[src/rtl/uptmr_pkg.sv]
package uptmr_pkg;

    localparam int TMR_W  = 32;
    localparam int ADDR_W = 2;

    // control bit positions
    localparam int EN_BIT = 0;
    localparam int AR_BIT = 1;

    typedef enum logic [ADDR_W-1:0] {
        SEL_CTRL  = 2'd0,
        SEL_CMP   = 2'd1,
        SEL_CNT   = 2'd2,
        SEL_SPARE = 2'd3
    } reg_sel_e;

    typedef struct packed {
        logic ctrl;
        logic cmp;
        logic cnt;
    } wr_strobe_t;

    function automatic wr_strobe_t decode_wr(input logic we, input logic [ADDR_W-1:0] a);
        wr_strobe_t s;
        s.ctrl = we && (reg_sel_e'(a) == SEL_CTRL);
        s.cmp  = we && (reg_sel_e'(a) == SEL_CMP);
        s.cnt  = we && (reg_sel_e'(a) == SEL_CNT);
        return s;
    endfunction

endpackage

[src/rtl/uptmr_regs.sv]
module uptmr_regs
    import uptmr_pkg::*;
#(
    parameter int W = TMR_W
) (
    input  logic             clk,
    input  logic             rst,
    input  wr_strobe_t       stb,
    input  logic [W-1:0]     wr_data,
    input  logic             hw_clr_en,
    output logic [W-1:0]     ctrl_q,
    output logic [W-1:0]     cmp_q
);

    always_ff @(posedge clk) begin
        if (rst) begin
            ctrl_q <= '0;
            cmp_q  <= '0;
        end else begin
            if (stb.ctrl)
                ctrl_q <= wr_data;
            else if (hw_clr_en)
                ctrl_q[EN_BIT] <= 1'b0;
            if (stb.cmp)
                cmp_q <= wr_data;
        end
    end

    // registers are zero the edge after reset
    a_r7_regs_reset: assert property (@(posedge clk)
        rst |=> (ctrl_q == '0 && cmp_q == '0));

    // a software control write beats the hardware enable clear
    a_r9_ctrl_write_wins: assert property (@(posedge clk) disable iff (rst)
        stb.ctrl |=> ctrl_q == $past(wr_data));

endmodule

[src/rtl/uptmr_core.sv]
module uptmr_core
    import uptmr_pkg::*;
#(
    parameter int W = TMR_W
) (
    input  logic         clk,
    input  logic         rst,
    input  logic         enable,
    input  logic         autorestart,
    input  logic [W-1:0] cmp,
    input  logic         cnt_wr,
    input  logic [W-1:0] wr_data,
    output logic [W-1:0] cnt_q,
    output logic         irq,
    output logic         hw_clr_en
);

    logic hit;

    assign hit       = enable && (cnt_q == cmp);
    assign hw_clr_en = hit && !autorestart;

    always_ff @(posedge clk) begin
        if (rst) begin
            cnt_q <= '0;
            irq   <= 1'b0;
        end else begin
            irq <= hit;
            if (cnt_wr)
                cnt_q <= wr_data;
            else if (hit) begin
                if (autorestart)
                    cnt_q <= '0;
            end else if (enable)
                cnt_q <= cnt_q + 1'b1;
        end
    end

    // one step per clock while running
    a_r2_count_step: assert property (@(posedge clk) disable iff (rst)
        (enable && cnt_q != cmp && !cnt_wr) |=> cnt_q == $past(cnt_q) + 1'b1);

    // a stopped counter holds
    a_r4_hold_stopped: assert property (@(posedge clk) disable iff (rst)
        (!enable && !cnt_wr) |=> $stable(cnt_q));

    // every hit yields a pulse on the next cycle
    a_r6_pulse_after_hit: assert property (@(posedge clk) disable iff (rst)
        (enable && cnt_q == cmp) |=> irq);

    // autorestart reloads to zero
    a_r8_reload_zero: assert property (@(posedge clk) disable iff (rst)
        (enable && autorestart && cnt_q == cmp && !cnt_wr) |=> cnt_q == '0);

endmodule

[src/rtl/upcount_timer.sv]
module upcount_timer
    import uptmr_pkg::*;
#(
    parameter int W  = TMR_W,
    parameter int AW = ADDR_W
) (
    input  logic          clk,
    input  logic          rst,
    input  logic          wr_en,
    input  logic [AW-1:0] addr,
    input  logic [W-1:0]  wr_data,
    output logic [W-1:0]  rd_data,
    output logic          irq
);

    wr_strobe_t   stb;
    logic [W-1:0] ctrl_q;
    logic [W-1:0] cmp_q;
    logic [W-1:0] cnt_q;
    logic         hw_clr_en;

    assign stb = decode_wr(wr_en, addr);

    uptmr_regs #(.W(W)) regs_i (
        .clk       (clk),
        .rst       (rst),
        .stb       (stb),
        .wr_data   (wr_data),
        .hw_clr_en (hw_clr_en),
        .ctrl_q    (ctrl_q),
        .cmp_q     (cmp_q)
    );

    uptmr_core #(.W(W)) core_i (
        .clk         (clk),
        .rst         (rst),
        .enable      (ctrl_q[EN_BIT]),
        .autorestart (ctrl_q[AR_BIT]),
        .cmp         (cmp_q),
        .cnt_wr      (stb.cnt),
        .wr_data     (wr_data),
        .cnt_q       (cnt_q),
        .irq         (irq),
        .hw_clr_en   (hw_clr_en)
    );

    always_comb begin
        case (reg_sel_e'(addr))
            SEL_CTRL: rd_data = ctrl_q;
            SEL_CMP:  rd_data = cmp_q;
            SEL_CNT:  rd_data = cnt_q;
            default:  rd_data = '0;
        endcase
    end

    // a one-shot hit drops the enable bit and parks the counter
    a_r5_oneshot_stop: assert property (@(posedge clk) disable iff (rst)
        (ctrl_q[EN_BIT] && !ctrl_q[AR_BIT] && cnt_q == cmp_q && !stb.ctrl && !stb.cnt)
        |=> (!ctrl_q[EN_BIT] && cnt_q == $past(cmp_q)));

    // output quiet after reset
    a_r7_irq_reset: assert property (@(posedge clk)
        rst |=> !irq);

endmodule

[config.mk]
export PLATFORM = sky130hd
export DESIGN_NAME = upcount_timer
export DESIGN_NICKNAME = d
export VERILOG_FILES = /design/src/rtl/uptmr_pkg.sv /design/src/rtl/uptmr_regs.sv /design/src/rtl/uptmr_core.sv /design/src/rtl/upcount_timer.sv
export SDC_FILE = /design/constraint.sdc
export NUM_CORES = 1
export LEC_CHECK = 0
export BUFFER_PORTS_ARGS = -buffer_cell sky130_fd_sc_hd__buf_2
export CAP_MARGIN = 5
export CORE_UTILIZATION = 45
export CTS_CLUSTER_SIZE = 20
export DETAILED_ROUTE_END_ITERATION = 16
export GPL_ROUTABILITY_DRIVEN = 0
export SETUP_SLACK_MARGIN = 0.2
export SLEW_MARGIN = 20
export SYNTH_ARGS = -nofsm -noshare
export SYNTH_HDL_FRONTEND = slang
export SYNTH_HIERARCHICAL = 1
export SYNTH_SLANG_ARGS = --single-unit
[constraint.sdc]
create_clock -name clk -period 3.5 [get_ports clk]
set_clock_uncertainty 0.15 [all_clocks]
set_input_delay 0.35 -clock clk [delete_from_list [all_inputs] [get_ports clk]]
set_output_delay 0.35 -clock clk [all_outputs]
set_load 0.005 [all_outputs]
==> summary.txt, run 1 <==
Vias per cell - 5.92
Fmax - 0.316 GHz
Worst hold path depth - 3
R2R cell count - 7
Hold Vio Cnt, Final - 0
Fin. max-slew vios - 0
Placed insts - 837
Worst Setup Start Kind - flip-flop
FILL cells - 1194
Wire per inst - 19.6 microns
P per Cell Area - 387 nW/um^2
Post-synthesis net count - 671
CP max stage cell - or4_1
EDFF count, synth - 0
Drt first pass iters - 6
Core Region - 12200 sq um
Worst Path Buf+Inv - 1
Clk buf depth - 2
Reg clk slew, reported paths - 70 ps
CP required - 3530 ps
Vert. Die Dim - 114 microns
Largest net degree at the start of global routing - 55
Register bit count reported by yosys - 97
Initial drt markers - 440
H-tree Lvls - 3
Actual slew at the worst max-slew pin - 1120 ps
Setup TNS - 0 ps
Clk sink count - 97
Final Cell Area - 6310 sq um
P&R area growth vs syn - 11.2%
Placement Setup Slack - 431 ps
Gate Count Post-Synth - 633
Distinct cells, synth - 56
Crit path max fanout - 9
Seq pwr share - 0.488
Synth Cell Area - 5670 sq um
Post_cts resized - 0
DP Area - 6070 sq um
Gr ovfl total - 0
Cells along the critical path - xnor2_1, nand4_1, or4_4, or4_1, buf_4, a31oi_1, a311oi_1
Worst Path Arrival - 3190 ps
Initial core utilization - 0.467
Non-Filler Instances - 851
# setup viols final - 0
Final worst-path cycle share - 0.903
Layout cells sized above 1 - 0.179
Post-route DRC violation count - 0
Layout Nets - 718
Die area - 13100 sq um
Largest stage delay, worst path - 650 ps
Final core occ - 0.519
Crit. End Element - flip-flop
RSZ-0062 raised after global routing - false
Via count - 5042
Antenna violations before repair - 0
Sw frac - 0.277
GRT Total Usage - 0.264
Mean Syn Cell Area - 8.96 sq um
Hold WC Path Type - in2reg
Register cell area after layout - 1940 sq um
Post CTS Setup Buffer Count - 0
CTS tree - yes
# IOs - 70
Chip Width - 114 microns
Gate power share - 0.150
Vias in the first global route - 4749
Final setup margin - 340 ps
Beginning of the worst hold path - wr_data[25]
Async SR Flop Fraction - 0
CTS Root Cell - clkbuf_16
Net switching power - 676 uW
Clock power frac - 0.362
First-pass GRT wire length - 26400 microns
CTS Buf Count - 9
Post-synthesis sequential area ratio - 0.342
R2r startpoint - core_i/cnt_q[12]
Ys flop type - dfxtp_1
Worst Hold End - regs_i/cmp_q[25]
WHS - 120 ps
WS Path Type - reg2reg
FF-to-FF setup slack - 340 ps
Worst slew margin relative to its limit - 0.253
Cell Rows - 40
P_int - 1.77 mW
Delay-heaviest family, CP - simple AND/OR/NAND/NOR gates
Antenna viol nets, final - 0
DP Wirelength - 11500 microns
Area of the multi-input gates - 3390 sq um
Ys Warns - 6
Maximum vdd drop - 0.000259 V
Total Power - 2.44 mW
Outcome - completed
Worst-Skew Late Latency - 360 ps
Antenna cells - 0
Minimum clock period - 3160 ps
RR Endpoint - core_i/cnt_q[11]
Detailed-route wire length - 16700 microns
# port buffers - 69
Pleak - 2.29 nW
Max-cap check violation count - 0
Cts hold-fix bufs - 0
[final cells by class]
type	count	area share
clock buffers	13	0.0381
clock inverters	1	0.000793
inverters	11	0.00654
multi-input cells	474	0.538
flip-flops and latches	97	0.308
well taps	168	0.0333
repair buffers	87	0.0761
[logic make-up (layout without fill, tap and decap cells)]
logic type               after synthesis  count (layout)  synth area share
XOR/XNOR                              41              41            0.0646
adder cells (fa/ha/maj)                1               1           0.00220
multiplexers                          95              95             0.168
AO/OA/AOI/OAI                        129             129             0.176
AND/OR/NAND/NOR                      208             208             0.184
flip-flops                            97              97             0.342
buffers and inverters                 62             112            0.0631
[placed cells by master, fill, tap and decap left out, types with 17 or more instances in the layout]
master / count
a211oi_1: 17
mux2i_1: 95
dfxtp_1: 97
nand3_1: 20
nand2_1: 34
buf_4: 18
xnor2_1: 29
o2bb2ai_1: 32
nor2_1: 81
buf_2: 69
[how the worst max path moves through the flow]
stage,start,endpoint,slack (ps),cells past startpoint
2_1_floorplan,core_i/cnt_q[0],core_i/cnt_q[10],1020,8
3_3_place_gp,core_i/cnt_q[12],core_i/cnt_q[11],400,7
3_5_place_dp,core_i/cnt_q[12],core_i/cnt_q[11],430,7
4_1_cts,core_i/cnt_q[12],core_i/cnt_q[11],410,7
5_1_grt,core_i/cnt_q[12],core_i/cnt_q[11],330,7
6_report,core_i/cnt_q[12],core_i/cnt_q[11],340,7
[power by group through the flow]
stage / Clock, mW / Combinational [mW] / Sequential, mW
global route: 0.958 / 0.395 / 1.20
detailed placement: 0 / 0.363 / 1.22
CTS: 0.914 / 0.365 / 1.19
global placement: 0 / 0.354 / 1.22
floorplan: 0 / 0.262 / 1.20
finish: 0.883 / 0.367 / 1.19
[synth_stat cells, drive strengths merged (10+ instances only)]
library cell	number	area [sq um]
a211oi	17	128
a21oi	18	128
a22oi	13	97.6
buf	31	241
clkbuf	20	75.1
dfxtp	97	1940
inv	11	41.3
mux2i	95	951
nand2	34	128
nand3	20	100
nand4	15	93.8
nor2	82	308
nor4	11	90.1
o21ai	10	50.0
o2bb2ai	32	280
xnor2	30	270
xor2	11	96.3
[sequential cells by signal (all words and copies together) (netlist names)]
signal / count
core_i/cnt_q: 32
core_i/irq: 1
regs_i/cmp_q: 32
regs_i/ctrl_q: 32
[tightest hold or removal path, stage by stage]
cell	delay, ps
buf_2	110
mux2i_1	70
nor2_1	70
[routing by layer]
metal / up-vias / share of wire / track usage
li1: 2423 / - / -
met1: 2418 / 0.48 / 0.360
met2: 173 / 0.44 / 0.412
met3: 28 / 0.051 / 0.0519
met4: 0 / 0.023 / 0.0987
met5: - / 0 / 0
Note: power is estimated with default switching activity, not from simulation.
==> inputs of run 2 (changes only) <==
==> constraint.sdc (replaced) <==
create_clock -name clk -period 3.5 [get_ports clk]
set_clock_uncertainty 0.15 [all_clocks]
set_input_delay 0.7 -clock clk [delete_from_list [all_inputs] [get_ports clk]]
set_output_delay 0.7 -clock clk [all_outputs]
set_load 0.005 [all_outputs]
==> summary.txt, run 2 (synthesized netlist as in run 1, its figures left out) <==
Wire per inst - 19.5 microns
Minimum clock period - 3070 ps
Cts hold-fix bufs - 0
Hold WC Path Type - reg2reg
# port buffers - 69
Setup TNS - 0 ps
Gr ovfl total - 0
Outcome - completed
Chip Width - 114 microns
Layout Nets - 723
Largest net degree at the start of global routing - 50
Max-cap check violation count - 0
Drt first pass iters - 5
Pleak - 2.35 nW
# IOs - 70
Area of the multi-input gates - 3390 sq um
Cell Rows - 40
R2r startpoint - core_i/cnt_q[20]
First-pass GRT wire length - 26700 microns
Sw frac - 0.271
Final worst-path cycle share - 0.878
Worst Setup Start Kind - input pin
Commonest non-fill, non-tap cell in the layout - dfxtp_1
Beginning of the worst hold path - regs_i/ctrl_q[2]
Hold Vio Cnt, Final - 0
CTS Root Cell - clkbuf_16
Initial drt markers - 300
GRT Total Usage - 0.267
Placement Setup Slack - 434 ps
Die area - 13100 sq um
Crit path max fanout - 18
Layout cells sized above 1 - 0.187
CTS tree - yes
Register cell area after layout - 1940 sq um
H-tree Lvls - 3
FILL cells - 1181
Regs by FF count - core_i/cnt_q x32, regs_i/cmp_q x32, regs_i/ctrl_q x32
Maximum vdd drop - 0.000323 V
Antenna violations before repair - 0
CP required - 2650 ps
Seq pwr share - 0.463
Vias per cell - 5.88
Antenna cells - 0
Fmax - 0.325 GHz
# setup viols final - 0
Commonest non-fill, non-tap cells in the layout - dfxtp_1 (97), mux2i_1 (95), nor2_1 (82)
Post CTS Setup Buffer Count - 0
Initial core utilization - 0.467
Post-route DRC violation count - 0
Gate power share - 0.147
Reg clk slew, reported paths - 60 ps
Post_cts resized - 0
DP Wirelength - 11700 microns
Crit. End Element - primary output
Actual slew at the worst max-slew pin - 1150 ps
RSZ-0062 raised after global routing - false
Worst slew margin relative to its limit - 0.228
Clock power frac - 0.390
WHS - 347 ps
Crit path from - addr[0]
Clk buf depth - 2
Worst-Skew Late Latency - 350 ps
Antenna viol nets, final - 0
CTS Buf Count - 9
Vert. Die Dim - 114 microns
P per Cell Area - 400 nW/um^2
Net switching power - 695 uW
WS Path Type - in2out
P_int - 1.87 mW
Detailed-route wire length - 16700 microns
Clk sink count - 97
Core Region - 12200 sq um
P&R area growth vs syn - 13.1%
Worst Path Arrival - 2220 ps
Fin. max-slew vios - 0
Via count - 5041
Final setup margin - 427 ps
Vias in the first global route - 4954
-- run 2: cell count changes in the layout (fill, tap and decap cells not counted) --
cell / previous run / this run
nor2_2: 1 / 0
nor2_1: 81 / 82
clkbuf_1: 4 / 3
clkbuf_8: 0 / 1
buf_12: 0 / 2
clkinv_2: 1 / 2
buf_4: 18 / 21
bufinv_16: 0 / 1
-- run 2: worst max-delay path, cell delays in order --
cell       delay, ps
buf_2            110
buf_4            250
nor2b_4          550
buf_12           230
o2bb2ai_1        180
buf_2            170
-- run 2: layout make-up --
class / count / area share
Clock buffer: 13 / 0.0390
Clock inverter: 3 / 0.00624
Inverter: 11 / 0.00643
Multi-Input combinational cell: 474 / 0.528
Sequential cell: 97 / 0.303
Tap cell: 168 / 0.0328
Timing Repair Buffer: 92 / 0.0846
-- run 2: per-layer routing --
metal,track usage,up-vias,part of all wire,wire [microns]
li1,-,2437,-,-
met1,0.345,2441,0.47,7800
met2,0.429,133,0.46,7650
met3,0.0704,30,0.051,849
met4,0.0961,0,0.023,385
met5,0,-,0,0
-- run 2: final timing paths --
kind / endpoint / slack [ps] / cells past startpoint
hold / removal: regs_i/ctrl_q[2] / 350 / 2
hold reg to reg: regs_i/ctrl_q[2] / 350 / 2
setup reg to reg: core_i/cnt_q[2] / 480 / 6
setup / recovery: rd_data[30] / 430 / 6
-- run 2: per-stage QoR --
stage	util	total power [mW]	std cells	instance area (sq um)
3_3_place_gp	0.503	1.58	842	6120
2_1_floorplan	-	1.46	633	5670
5_1_grt	0.528	2.67	858	6420
4_1_cts	0.527	2.58	858	6410
6_report	0.528	2.57	858	6420
3_5_place_dp	0.503	1.58	842	6120
-- run 2: power by group through the flow --
stage | combinational (mW) | clock [mW] | sequential [mW]
finish | 0.378 | 1.00 | 1.19
global placement | 0.367 | 0 | 1.21
global route | 0.407 | 1.07 | 1.19
CTS | 0.374 | 1.02 | 1.19
detailed placement | 0.372 | 0 | 1.21
floorplan | 0.262 | 0 | 1.20
